## config.mk

```make
export PLATFORM = sky130hd
export DESIGN_NAME = dcw_timer
export DESIGN_NICKNAME = d
export VERILOG_FILES = /design/src/rtl/dcw_pkg.sv /design/src/rtl/dcw_regs.sv /design/src/rtl/dcw_counter.sv /design/src/rtl/dcw_irq_wdog.sv /design/src/rtl/dcw_timer.sv
export SDC_FILE = /design/constraint.sdc
export NUM_CORES = 1
export LEC_CHECK = 0
export BUFFER_PORTS_ARGS = -buffer_cell sky130_fd_sc_hd__buf_2
export CAP_MARGIN = 10
export CORE_MARGIN = 3
export CORE_UTILIZATION = 30
export DETAILED_ROUTE_END_ITERATION = 12
export GPL_ROUTABILITY_DRIVEN = 0
export PLACE_DENSITY = 0.53
export SLEW_MARGIN = 20
export SYNTH_ARGS = -nofsm -noshare
export SYNTH_HDL_FRONTEND = slang
export SYNTH_HIERARCHICAL = 1
export SYNTH_SLANG_ARGS = --single-unit
```

## constraint.sdc

```tcl
create_clock -name clk -period 6.68 [get_ports clk]
set_input_delay 0.668 -clock clk [delete_from_list [all_inputs] [get_ports clk]]
set_output_delay 0.668 -clock clk [all_outputs]
set_load 0.01 [all_outputs]
```

## src/rtl/dcw_pkg.sv

```systemverilog
package dcw_pkg;

    localparam int DATA_W    = 32;
    localparam int MAX_CNT_W = 29;

    // control register (offset 0)
    localparam int RUN_BIT   = 31;
    localparam int RPT_BIT   = 30;
    // status register (offset 4)
    localparam int ARM_BIT   = 31;
    localparam int ACK_BIT   = 30;
    localparam int PEND_BIT  = 29;

    typedef enum logic [1:0] {
        MODE_STOPPED = 2'b00,
        MODE_SINGLE  = 2'b10,
        MODE_REPEAT  = 2'b11
    } run_mode_e;

    typedef struct packed {
        logic wr_ctl;
        logic rd_ctl;
        logic wr_sts;
        logic rd_sts;
    } bus_op_t;

    function automatic bus_op_t decode_op(input logic sel, input logic wr,
                                          input logic hit_ctl, input logic hit_sts);
        bus_op_t op;
        op.wr_ctl = sel &  wr & hit_ctl;
        op.rd_ctl = sel & ~wr & hit_ctl;
        op.wr_sts = sel &  wr & hit_sts;
        op.rd_sts = sel & ~wr & hit_sts;
        return op;
    endfunction

    function automatic run_mode_e mode_of(input logic run, input logic rpt);
        if (!run)     return MODE_STOPPED;
        else if (rpt) return MODE_REPEAT;
        else          return MODE_SINGLE;
    endfunction

endpackage

```

## src/rtl/dcw_regs.sv

```systemverilog
module dcw_regs
    import dcw_pkg::*;
#(
    parameter int CNT_W  = 29,
    parameter int ADDR_W = 3
) (
    input  logic              clk,
    input  logic              rst,
    input  logic              bus_sel,
    input  logic              bus_wr,
    input  logic [ADDR_W-1:0] bus_addr,
    input  logic [DATA_W-1:0] bus_wdata,
    input  logic              run,
    input  logic [CNT_W-1:0]  cnt,
    input  logic              pending,
    output bus_op_t           op,
    output logic              ld_run,
    output logic [CNT_W-1:0]  ld_val,
    output logic              rpt,
    output logic [CNT_W-1:0]  start_val,
    output logic              arm,
    output logic              ack_req,
    output logic [DATA_W-1:0] bus_rdata
);

    localparam logic [ADDR_W-1:0] OFS_CTL = ADDR_W'(0);
    localparam logic [ADDR_W-1:0] OFS_STS = ADDR_W'(4);

    logic unused_wbits;
    assign unused_wbits = ^bus_wdata[PEND_BIT:CNT_W];

    always_comb begin
        op      = decode_op(bus_sel, bus_wr, bus_addr == OFS_CTL, bus_addr == OFS_STS);
        ld_run  = bus_wdata[RUN_BIT];
        ld_val  = bus_wdata[CNT_W-1:0];
        ack_req = op.wr_sts & bus_wdata[ACK_BIT];
    end

    always_ff @(posedge clk) begin
        if (rst) begin
            rpt       <= 1'b0;
            start_val <= '0;
            arm       <= 1'b0;
        end else begin
            if (op.wr_ctl) begin
                rpt       <= bus_wdata[RPT_BIT];
                start_val <= bus_wdata[CNT_W-1:0];
            end
            if (op.wr_sts)
                arm <= bus_wdata[ARM_BIT];
        end
    end

    always_comb begin
        bus_rdata = '0;
        if (op.rd_ctl) begin
            bus_rdata[RUN_BIT]     = run;
            bus_rdata[RPT_BIT]     = rpt;
            bus_rdata[CNT_W-1:0]   = start_val;
        end else if (op.rd_sts) begin
            bus_rdata[ARM_BIT]     = arm;
            bus_rdata[PEND_BIT]    = pending;
            bus_rdata[CNT_W-1:0]   = cnt;
        end
    end

    assert_arm_hold_R6: assert property (@(posedge clk) disable iff (rst)
        !op.wr_sts |=> $stable(arm));

endmodule

```

## src/rtl/dcw_counter.sv

```systemverilog
module dcw_counter
    import dcw_pkg::*;
#(
    parameter int CNT_W = 29
) (
    input  logic             clk,
    input  logic             rst,
    input  logic             tick,
    input  logic             load,
    input  logic             ld_run,
    input  logic [CNT_W-1:0] ld_val,
    input  logic             rpt,
    input  logic [CNT_W-1:0] start_val,
    output logic [CNT_W-1:0] cnt,
    output logic             run,
    output logic             expire
);

    run_mode_e mode;
    logic      at_zero;

    always_comb begin
        mode    = mode_of(run, rpt);
        at_zero = (cnt == '0);
        expire  = !load && (mode != MODE_STOPPED) && tick && at_zero;
    end

    always_ff @(posedge clk) begin
        if (rst) begin
            cnt <= '0;
            run <= 1'b0;
        end else if (load) begin
            cnt <= ld_val;
            run <= ld_run;
        end else if (tick) begin
            unique case (mode)
                MODE_STOPPED: ;
                MODE_SINGLE: begin
                    if (at_zero) run <= 1'b0;
                    else         cnt <= cnt - 1'b1;
                end
                MODE_REPEAT: begin
                    if (at_zero) cnt <= start_val;
                    else         cnt <= cnt - 1'b1;
                end
                default: ;
            endcase
        end
    end

    assert_load_R2: assert property (@(posedge clk) disable iff (rst)
        load |=> (cnt == $past(ld_val)) && (run == $past(ld_run)));

    assert_step_R3: assert property (@(posedge clk) disable iff (rst)
        (run && tick && !load && cnt != '0) |=> cnt == CNT_W'($past(cnt) - 1'b1));

    assert_hold_R3: assert property (@(posedge clk) disable iff (rst)
        (!tick && !load) |=> $stable(cnt) && $stable(run));

    assert_single_stop_R5: assert property (@(posedge clk) disable iff (rst)
        $fell(run) |-> ($past(load) || !$past(rpt)));

endmodule

```

## src/rtl/dcw_irq_wdog.sv

```systemverilog
module dcw_irq_wdog (
    input  logic clk,
    input  logic rst,
    input  logic expire,
    input  logic ack_req,
    input  logic ctl_read,
    input  logic arm,
    output logic pending,
    output logic wdog_rst
);

    logic ack_armed;
    logic service;

    assign service = ack_armed & ctl_read;

    always_ff @(posedge clk) begin
        if (rst) begin
            ack_armed <= 1'b0;
            pending   <= 1'b0;
            wdog_rst  <= 1'b0;
        end else begin
            if (ack_req)      ack_armed <= 1'b1;
            else if (service) ack_armed <= 1'b0;

            // a fresh expiry outranks a service in the same cycle
            if (expire)       pending <= 1'b1;
            else if (service) pending <= 1'b0;

            wdog_rst <= expire & pending & arm;
        end
    end

    assert_irq_from_expiry_R4: assert property (@(posedge clk) disable iff (rst)
        $rose(pending) |-> $past(expire));

    assert_clear_needs_both_R7: assert property (@(posedge clk) disable iff (rst)
        $fell(pending) |-> $past(ack_armed) && $past(ctl_read));

    assert_pulse_cause_R8: assert property (@(posedge clk) disable iff (rst)
        wdog_rst |-> $past(pending) && $past(arm) && $past(expire));

endmodule

```

## src/rtl/dcw_timer.sv

```systemverilog
module dcw_timer
    import dcw_pkg::*;
#(
    parameter int CNT_W  = 29,
    parameter int ADDR_W = 3
) (
    input  logic              clk,
    input  logic              rst,
    input  logic              tick,
    input  logic              bus_sel,
    input  logic              bus_wr,
    input  logic [ADDR_W-1:0] bus_addr,
    input  logic [31:0]       bus_wdata,
    output logic [31:0]       bus_rdata,
    output logic              irq,
    output logic              wdog_rst
);

    bus_op_t          op;
    logic             ld_run, rpt, arm, ack_req;
    logic [CNT_W-1:0] ld_val, start_val, cnt;
    logic             run, expire, pending;

    initial begin
        assert (CNT_W >= 1 && CNT_W <= MAX_CNT_W)
            else $error("CNT_W out of range");
        assert (ADDR_W >= 3)
            else $error("ADDR_W too small for offset 4");
    end

    dcw_regs #(.CNT_W(CNT_W), .ADDR_W(ADDR_W)) u_regs (
        .clk(clk), .rst(rst),
        .bus_sel(bus_sel), .bus_wr(bus_wr), .bus_addr(bus_addr), .bus_wdata(bus_wdata),
        .run(run), .cnt(cnt), .pending(pending),
        .op(op), .ld_run(ld_run), .ld_val(ld_val), .rpt(rpt), .start_val(start_val),
        .arm(arm), .ack_req(ack_req), .bus_rdata(bus_rdata)
    );

    dcw_counter #(.CNT_W(CNT_W)) u_counter (
        .clk(clk), .rst(rst), .tick(tick),
        .load(op.wr_ctl), .ld_run(ld_run), .ld_val(ld_val),
        .rpt(rpt), .start_val(start_val),
        .cnt(cnt), .run(run), .expire(expire)
    );

    dcw_irq_wdog u_irq (
        .clk(clk), .rst(rst), .expire(expire), .ack_req(ack_req),
        .ctl_read(op.rd_ctl), .arm(arm),
        .pending(pending), .wdog_rst(wdog_rst)
    );

    assign irq = pending;

    assert_reset_quiet_R1: assert property (@(posedge clk)
        rst |=> !irq && !wdog_rst);

    assert_disarmed_silent_R9: assert property (@(posedge clk) disable iff (rst)
        !$past(arm) |-> !wdog_rst);

endmodule

```

* Word-level counts from Yosys, hierarchy flattened
Cells that the tools add are included.
** Storage, ports and cells
- Register bits :: 64
- Bits of input ports :: 40
- Output and inout bits :: 34
- Logic and storage cells :: 59
** Operators by class
- $add $sub $neg :: 1
- Eq/ne operators :: 4
- Mux-type cells :: 20
- Bitwise operators :: 11
- Reductions and logical operators :: 15
** Operators with widths (number)
- $mux W29 :: 5
- $pmux W29 S2 :: 1
- $mux W30 :: 1
- $logic_not A29 Y1 :: 1
- $sub A29 B1 Y29 const B :: 1
- $mux W1 :: 12
- $reduce_bool A2 Y1 :: 6
- $and A1 B1 Y1 :: 10
- $reduce_and A3 Y1 :: 2
- $eq A2 B2 Y1 const B :: 2
- $eq A3 B3 Y1 const B :: 1
- $logic_and A1 B1 Y1 :: 3
- $logic_not A3 Y1 :: 1
- $ne A3 B2 Y1 const B :: 1
- $reduce_bool A3 Y1 :: 1
- $mux W2 :: 1
- $logic_not A1 Y1 :: 1
- $not A1 Y1 :: 1

* Longest topological paths before layout
Gate-level depths: netlist of run 1.
- Depth in word-level cells :: 8
- Gate-level depth with buffers :: 10
- Gate-level depth less buffers :: 9

* By module
The synthesis of run 1 kept the hierarchy.
** Modules (own cells, without submodules)
- dcw_counter :: times used 1, cells an instance 290, area each 2172.1 um2, sequential area each 600.6 um2
- dcw_regs :: times used 1, cells an instance 209, area each 1959.4 um2, sequential area each 620.6 um2
- dcw_irq_wdog :: times used 1, cells an instance 10, area each 111.4 um2, sequential area each 60.1 um2

* Worst setup path after synthesis of run 1
Ideal clock, no wire load.
- Path type :: reg-to-reg
- Start :: reg u_counter.cnt[24]
- End :: reg u_counter.cnt[25]
- Arrival :: 2.388 ns
- Required time :: 6.612 ns
- Setup slack :: 4.224 ns
- Cell stages (with the launch flop) :: 9
- Period minus slack after synthesis :: 2.456 ns
- Path through :: dfxtp_1 > or4_4 > or4_4 > buf_6 > or3_1 > buf_6 > buf_6 > a211o_1 > o21ai_2
** Between the ends
- Word-level cells in the longest chain between the ends :: 5
- Elaborated cells on any way between the ends :: 9
** RTL lines
- start, declared :: line dcw_counter.sv:14 : output logic [CNT_W-1:0] cnt,
- start signal, assigned :: line dcw_counter.sv:33 : cnt <= ld_val;
- start signal, assigned :: line dcw_counter.sv:40 : else cnt <= cnt - 1'b1;
- start signal, assigned :: line dcw_counter.sv:43 : if (at_zero) cnt <= start_val;
- $sub A29 B1 Y29 or $logic_not A29 Y1 (tied branches) :: line dcw_counter.sv:40, dcw_counter.sv:44, dcw_counter.sv:24
- $mux W29, on equally long branches :: line dcw_counter.sv:43, dcw_counter.sv:39
- $pmux W29 S2 :: line dcw_counter.sv:36 : unique case (mode)
- $mux W29 :: line dcw_counter.sv:35 : end else if (tick) begin
- $mux W29 :: line dcw_counter.sv:32 : end else if (load) begin
Parallel ways exist; a longest one is shown, timed or not. The select of a mux whose other input is x is not followed.
A chain may end at the register's enable or synchronous reset.

* Worst setup path in the final report of run 1
- Start :: reg u_counter.cnt[0]
- End :: reg u_counter.cnt[23]
The elaborated chain is that of the path after synthesis.

==> qor.txt, run 1 <==
synthesized area per cell -> 8.34 um^2
Die Width -> 125 um
Post-Layout Inst Area -> 0.00478 mm^2
# hold bufs at CTS -> 0
row cnt -> 42
leakage -> 1.97 nW
Syn Nets -> 550
total grt overflow -> 0
Setup Viol. Count Final -> 0
core area -> 0.0136 mm^2
period utilisation layout -> 49.7%
initial antenna violation count -> 0
WL final -> 12.3 mm
Fmax -> 301 MHz
Syn Inst Count -> 509
RSZ-0062 raised after global routing -> no
H-tree depth -> 3
Avg Vias per Cell -> 5.41
cts bufs inserted -> 9
Worst-Margin Slew -> 1.07 ns
dpl cell area -> 0.00447 mm^2
number of synthesized register bits -> 64
synthesized cell area -> 0.00424 mm^2
CTS clk-pin slew, worst paths -> 0.06 ns
status -> complete, no violations
Setup Total Neg Slack -> 0 ns
Synth Warn # -> 6
Worst VDD drop -> 0.116 mV
worst skew pair latency -> 0.33 ns
Final Slew Violations -> 0
crit path launch type -> flop
Final Hold Viols -> 0
CTS sink cnt -> 64
Final Core Density -> 35.3%
per-cell routed wire length -> 17.2 um
Worst Hold Class -> flop to flop
CTS tree -> yes
Total GRT Usage -> 15.5%
Die H -> 125 um
sw frac -> 25.8%
Post-Route Skew -> 0.00693 ns
IO buf count -> 72
Pre-Repair DR Iteration Count -> 4
n_diodes -> 0
post-detail-place hpwl -> 8.20 mm
Post-CTS Resized -> 0
Clk network pwr share -> 47.2%
Logic pwr share -> 14.0%
hold slack final -> 0.489 ns
clock buffer depth -> 2
share of cells above drive strength 1 -> 20.8%
die footprint -> 0.0156 mm^2
via count -> 3863
Worst setup EP type -> flop
drt initial violations -> 239
Root Buffer -> clkbuf_16
DRC viols -> 0
pin count of the biggest net entering global routing -> 99
Seq pwr share -> 38.8%
I/O Pins -> 74
most common cell after layout, fill and taps aside -> buf_2
asr flop ratio synth -> 0%
Worst EP arrival -> 3.56 ns
Slew Limit Headroom -> 28.9%
Post-synth EDFFs -> 0
Final min period -> 3.32 ns
Non-Filler Instances -> 714
most frequent cells in the layout -> buf_2 (72), nand2b_1 (67), dfxtp_1 (64)
max_cap viols -> 0
R2R Setup Slk -> 3.36 ns
internal power -> 0.755 mW
Netlist cell types -> 60
Net Switching -> 0.263 mW
first-pass GRT wire length -> 20.1 mm
peak fanout along the critical path -> 19
Placed Instances -> 698
Seq/Total Area, Yosys -> 30.2%
Layout area overhead -> 12.7%
nets -> 574
post-CTS setup buffers -> 0
antenna violation net count after detailed routing -> 0
critical path class -> flop to flop
Critical Path RT -> 6.92 ns
Initial Util -> 31.3%
PwrDens -> 213 mW/mm^2
Synth Flop Type -> dfxtp_1
vias in the first global route -> 3866
[per-layer routing]
layer / global-route usage [%] / vias to the layer above / wire length (um)
met2: 25.5 / 101 / 5840
met5: 0 / - / 0
met3: 2.96 / 15 / 507
met4: 5.29 / 0 / 193
li1: - / 1870 / -
met1: 20.4 / 1877 / 5750
[critical path: stages (launching register included)]
cell and delay (ns):
dfxtp_1 0.41, inv_1 0.08, ha_1 0.25, nor4b_2 0.21
and4_1 0.26, a41oi_1 0.61, nand2_1 0.69, a31o_2 0.45
o32ai_1 0.25
[flip-flops by register name, summed over array words and instances, names as in the netlist]
signal            cells
u_counter/run         1
u_irq/pending         1
u_regs/start_val     29
u_regs/rpt            1
u_counter/cnt        29
u_irq/ack_armed       1
u_irq/wdog_rst        1
u_regs/arm            1
[synthesized netlist by cell type, types with 5 or more instances]
library cell,n,area (um^2)
o32ai_1,6,52.6
a22o_1,30,263
or3_1,7,43.8
clkbuf_1,23,86.3
xor2_1,9,78.8
and3_1,21,131
dfxtp_1,64,1280
a21oi_1,27,135
inv_1,5,18.8
mux2i_1,32,320
o21ai_0,13,65.1
o22ai_1,11,68.8
xnor2_1,6,52.6
nand2_1,21,78.8
buf_4,36,270
nand3_1,9,45.0
nor2_1,31,116
nand2b_1,67,419
nor4_1,8,50.1
nor3_1,19,95.1
[cell families after synthesis]
family	Yosys count	synth area share, %
flip-flops	64	30.2
AO/OA/AOI/OAI	120	20.6
adder cells (fa/ha/maj)	1	0.295
AND/OR/NAND/NOR	206	27.7
XOR/XNOR	15	3.10
buffers and inverters	69	10.0
multiplexers	34	8.08
[cell type report]
class,instances,area [um^2]
fill,1463,8780
multi-input combinational,376,2550
clock buffer,11,253
sequential,64,1280
timing repair buffer,77,398
tap,176,220
inverter,5,18.8
clock inverter,5,55.1
[power groups by stage]
stage | combinational (mW) | sequential (mW) | clock [mW]
after floorplan | 0.113 | 0.401 | 0
after global placement | 0.138 | 0.403 | 0
after detailed placement | 0.141 | 0.403 | 0
after CTS | 0.142 | 0.395 | 0.490
after global routing | 0.158 | 0.396 | 0.504
final | 0.143 | 0.395 | 0.480
[path summary, 6_finish.rpt]
| path | to | cells after the start | start |
|---|---|---|---|
| setup reg to reg | u_counter/cnt[23] | 8 | u_counter/cnt[0] |
| setup / recovery | u_counter/cnt[23] | 8 | u_counter/cnt[0] |
| hold reg to reg | u_regs/start_val[9] | 2 | u_regs/start_val[9] |
| hold / removal | u_regs/start_val[9] | 2 | u_regs/start_val[9] |
[stage by stage]
stage / worst slack [ns] / total power [mW]
2_1_floorplan: 4.22 / 0.513
3_3_place_gp: 3.23 / 0.541
3_5_place_dp: 3.26 / 0.544
4_1_cts: 3.37 / 1.03
5_1_grt: 3.07 / 1.06
6_report: 3.36 / 1.02
Note: power is estimated with default switching activity, not from simulation.
==> run 2, diff against run 1 <==
PLACE_DENSITY = 0.55   (was 0.53)
clock period = 2.7 ns   (was 6.68 ns; I/O delays follow)
==> run 2 against run 1 <==
Against the previous run: power increased by 150%; setup slack got worse by 3.2 ns; combinational power increased to 2.7 times the previous value; utilization increased by 1.7 points; non-clock buffer count increased by 32.
==> qor.txt, run 2 (same netlist as run 1, synthesis figures left out) <==
Net Switching -> 0.645 mW (+140%)
drt initial violations -> 229 (-4.2%)
Logic pwr share -> 15.4% (+1.4 points)
Worst VDD drop -> 0.221 mV (+90%)
share of cells above drive strength 1 -> 24.8% (+4.0 points)
total grt overflow -> 0 (unchanged)
routed wl met3 -> 484 um (-4.5%)
RSZ-0062 raised after global routing -> no
WL met2 -> 5.68 mm (-2.8%)
Worst-Margin Slew -> 0.666 ns (-0.400 ns)
status -> complete, no violations
leakage -> 2.11 nW (+7.3%)
Avg Vias per Cell -> 5.28 (-2.5%)
Setup Total Neg Slack -> 0 ns (unchanged)
CTS clk-pin slew, worst paths -> 0.06 ns (about the same)
WL final -> 12.2 mm (-0.33%)
Seq pwr share -> 38.7% (about the same)
R2R Setup Slk -> 0.13 ns (-3.23 ns)
Setup Viol. Count Final -> 0 (unchanged)
IO buf count -> 72 (unchanged)
Final min period -> 2.57 ns (-0.746 ns)
vias in the first global route -> 3839 (-0.70%)
Worst setup EP type -> flop
Root Buffer -> clkbuf_16
row cnt -> 42 (unchanged)
post-CTS setup buffers -> 0 (unchanged)
Worst Hold Path Cells -> 3 (+1)
most frequent cells in the layout -> buf_2 (72), nand2b_1 (67), dfxtp_1 (64)
die footprint -> 0.0156 mm^2 (unchanged)
pin count of the biggest net entering global routing -> 69 (-30%)
n_diodes -> 0 (unchanged)
DRC viols -> 0 (unchanged)
Total GRT Usage -> 15.5% (-0.023 points)
critical path class -> flop to flop
WHS Endpoint -> u_counter/run
M1 WL -> 5.92 mm (+3.1%)
internal power -> 1.87 mW (+150%)
nets -> 606 (+5.6%)
Post-Route Skew -> 0.00945 ns (+0.00252 ns)
crit path launch type -> flop
Die Width -> 125 um (unchanged)
CP Launch Point -> u_counter/cnt[24]
period utilisation layout -> 95.4% (+46 points)
Slew Limit Headroom -> 55.6% (+27 points)
CTS sink cnt -> 64 (unchanged)
first-pass GRT wire length -> 20.1 mm (about the same)
CTS tree -> yes
Post-CTS Resized -> 0 (unchanged)
Pwr Total -> 2.52 mW (+150%)
max_cap viols -> 0 (unchanged)
Layout area overhead -> 18.2%
H-tree depth -> 3 (unchanged)
Worst Hold Class -> input pin to flop
peak fanout along the critical path -> 11 (-8)
PwrDens -> 502 mW/mm^2 (+140%)
Die H -> 125 um (unchanged)
reg2reg path depth -> 6 (-2)
worst r2r dst -> u_counter/cnt[22]
top routing layer used -> met4
Final Slew Violations -> 0 (unchanged)
Initial Util -> 31.3% (unchanged)
clock buffer depth -> 2 (unchanged)
FF-to-FF Start -> u_counter/cnt[24]
cts bufs inserted -> 9 (unchanged)
Pre-Repair DR Iteration Count -> 5 (+1)
Regs by FF count -> u_counter/cnt: 29 flops, u_regs/start_val: 29 flops
core area -> 0.0136 mm^2 (unchanged)
Critical Path RT -> 2.90 ns (-4.02 ns)
# hold bufs at CTS -> 0 (unchanged)
Final WS setup -> 0.125 ns (-3.23 ns)
via count -> 3930 (+1.7%)
Fmax -> 388 MHz (+29%)
Worst EP arrival -> 2.77 ns (-0.79 ns)
sw frac -> 25.6% (-0.21 points)
post-detail-place hpwl -> 8.54 mm (+4.2%)
initial antenna violation count -> 0 (unchanged)
pre-CTS setup slack -> 0.150 ns (-3.11 ns)
most common cell after layout, fill and taps aside -> buf_2
per-cell routed wire length -> 16.4 um (-4.5%)
Clk network pwr share -> 45.8% (-1.4 points)
antenna violation net count after detailed routing -> 0 (unchanged)
worst hold start -> bus_wdata[31]
I/O Pins -> 74 (unchanged)
Final Hold Viols -> 0 (unchanged)
worst skew pair latency -> 0.33 ns (about the same)
## run 2: how the worst max path moves through the flow
stage                         to  slack, ns  cells past startpoint
2_1_floorplan  u_counter/cnt[25]       0.24                      8
3_3_place_gp   u_counter/cnt[12]       0.15                      6
3_5_place_dp   u_counter/cnt[22]       0.15                      6
4_1_cts        u_counter/cnt[22]       0.13                      6
5_1_grt         u_counter/cnt[7]       0.04                      6
6_report       u_counter/cnt[22]       0.13                      6
## run 2: final cells by class
type,count,area [um^2]
Timing Repair Buffer,109,651
Inverter,5,18.8
Sequential cell,64,1280
Tap cell,176,220
Fill cell,1440,8540
Clock buffer,12,246
Clock inverter,3,42.5
Multi-Input combinational cell,376,2550
## run 2: routing by layer
metal	vias to the layer above	global-route usage, %
met2	85	25.0
li1	1944	-
met3	9	2.49
met1	1892	21.3
met4	0	4.78
met5	-	0
## run 2: power groups by stage
stage	Sequential, mW	Combinational, mW	Clock, mW
after floorplan	0.992	0.278	0
after global placement	0.994	0.382	0
after detailed placement	0.995	0.385	0
after CTS	0.974	0.388	1.18
after global routing	0.977	0.433	1.21
final	0.975	0.388	1.15
## run 2: per-stage QoR
stage / hold slack, ns / util [%] / instances / instance area, um^2
after floorplan: 0.332 / - / 509 / 4240
after global placement: 0.464 / 34.8 / 730 / 4720
after detailed placement: 0.476 / 34.8 / 730 / 4720
after CTS: 0.201 / 37.0 / 745 / 5010
after global routing: 0.221 / 37.0 / 745 / 5010
final: 0.205 / 37.0 / 745 / 5010
## run 2: worst max-delay path, stage by stage (launching register included)
cell,delay [ns]
dfxtp_1,0.31
or4_4,0.57
or4_4,0.50
or3_1,0.53
buf_4,0.26
o221ai_1,0.18
o21ai_0,0.11
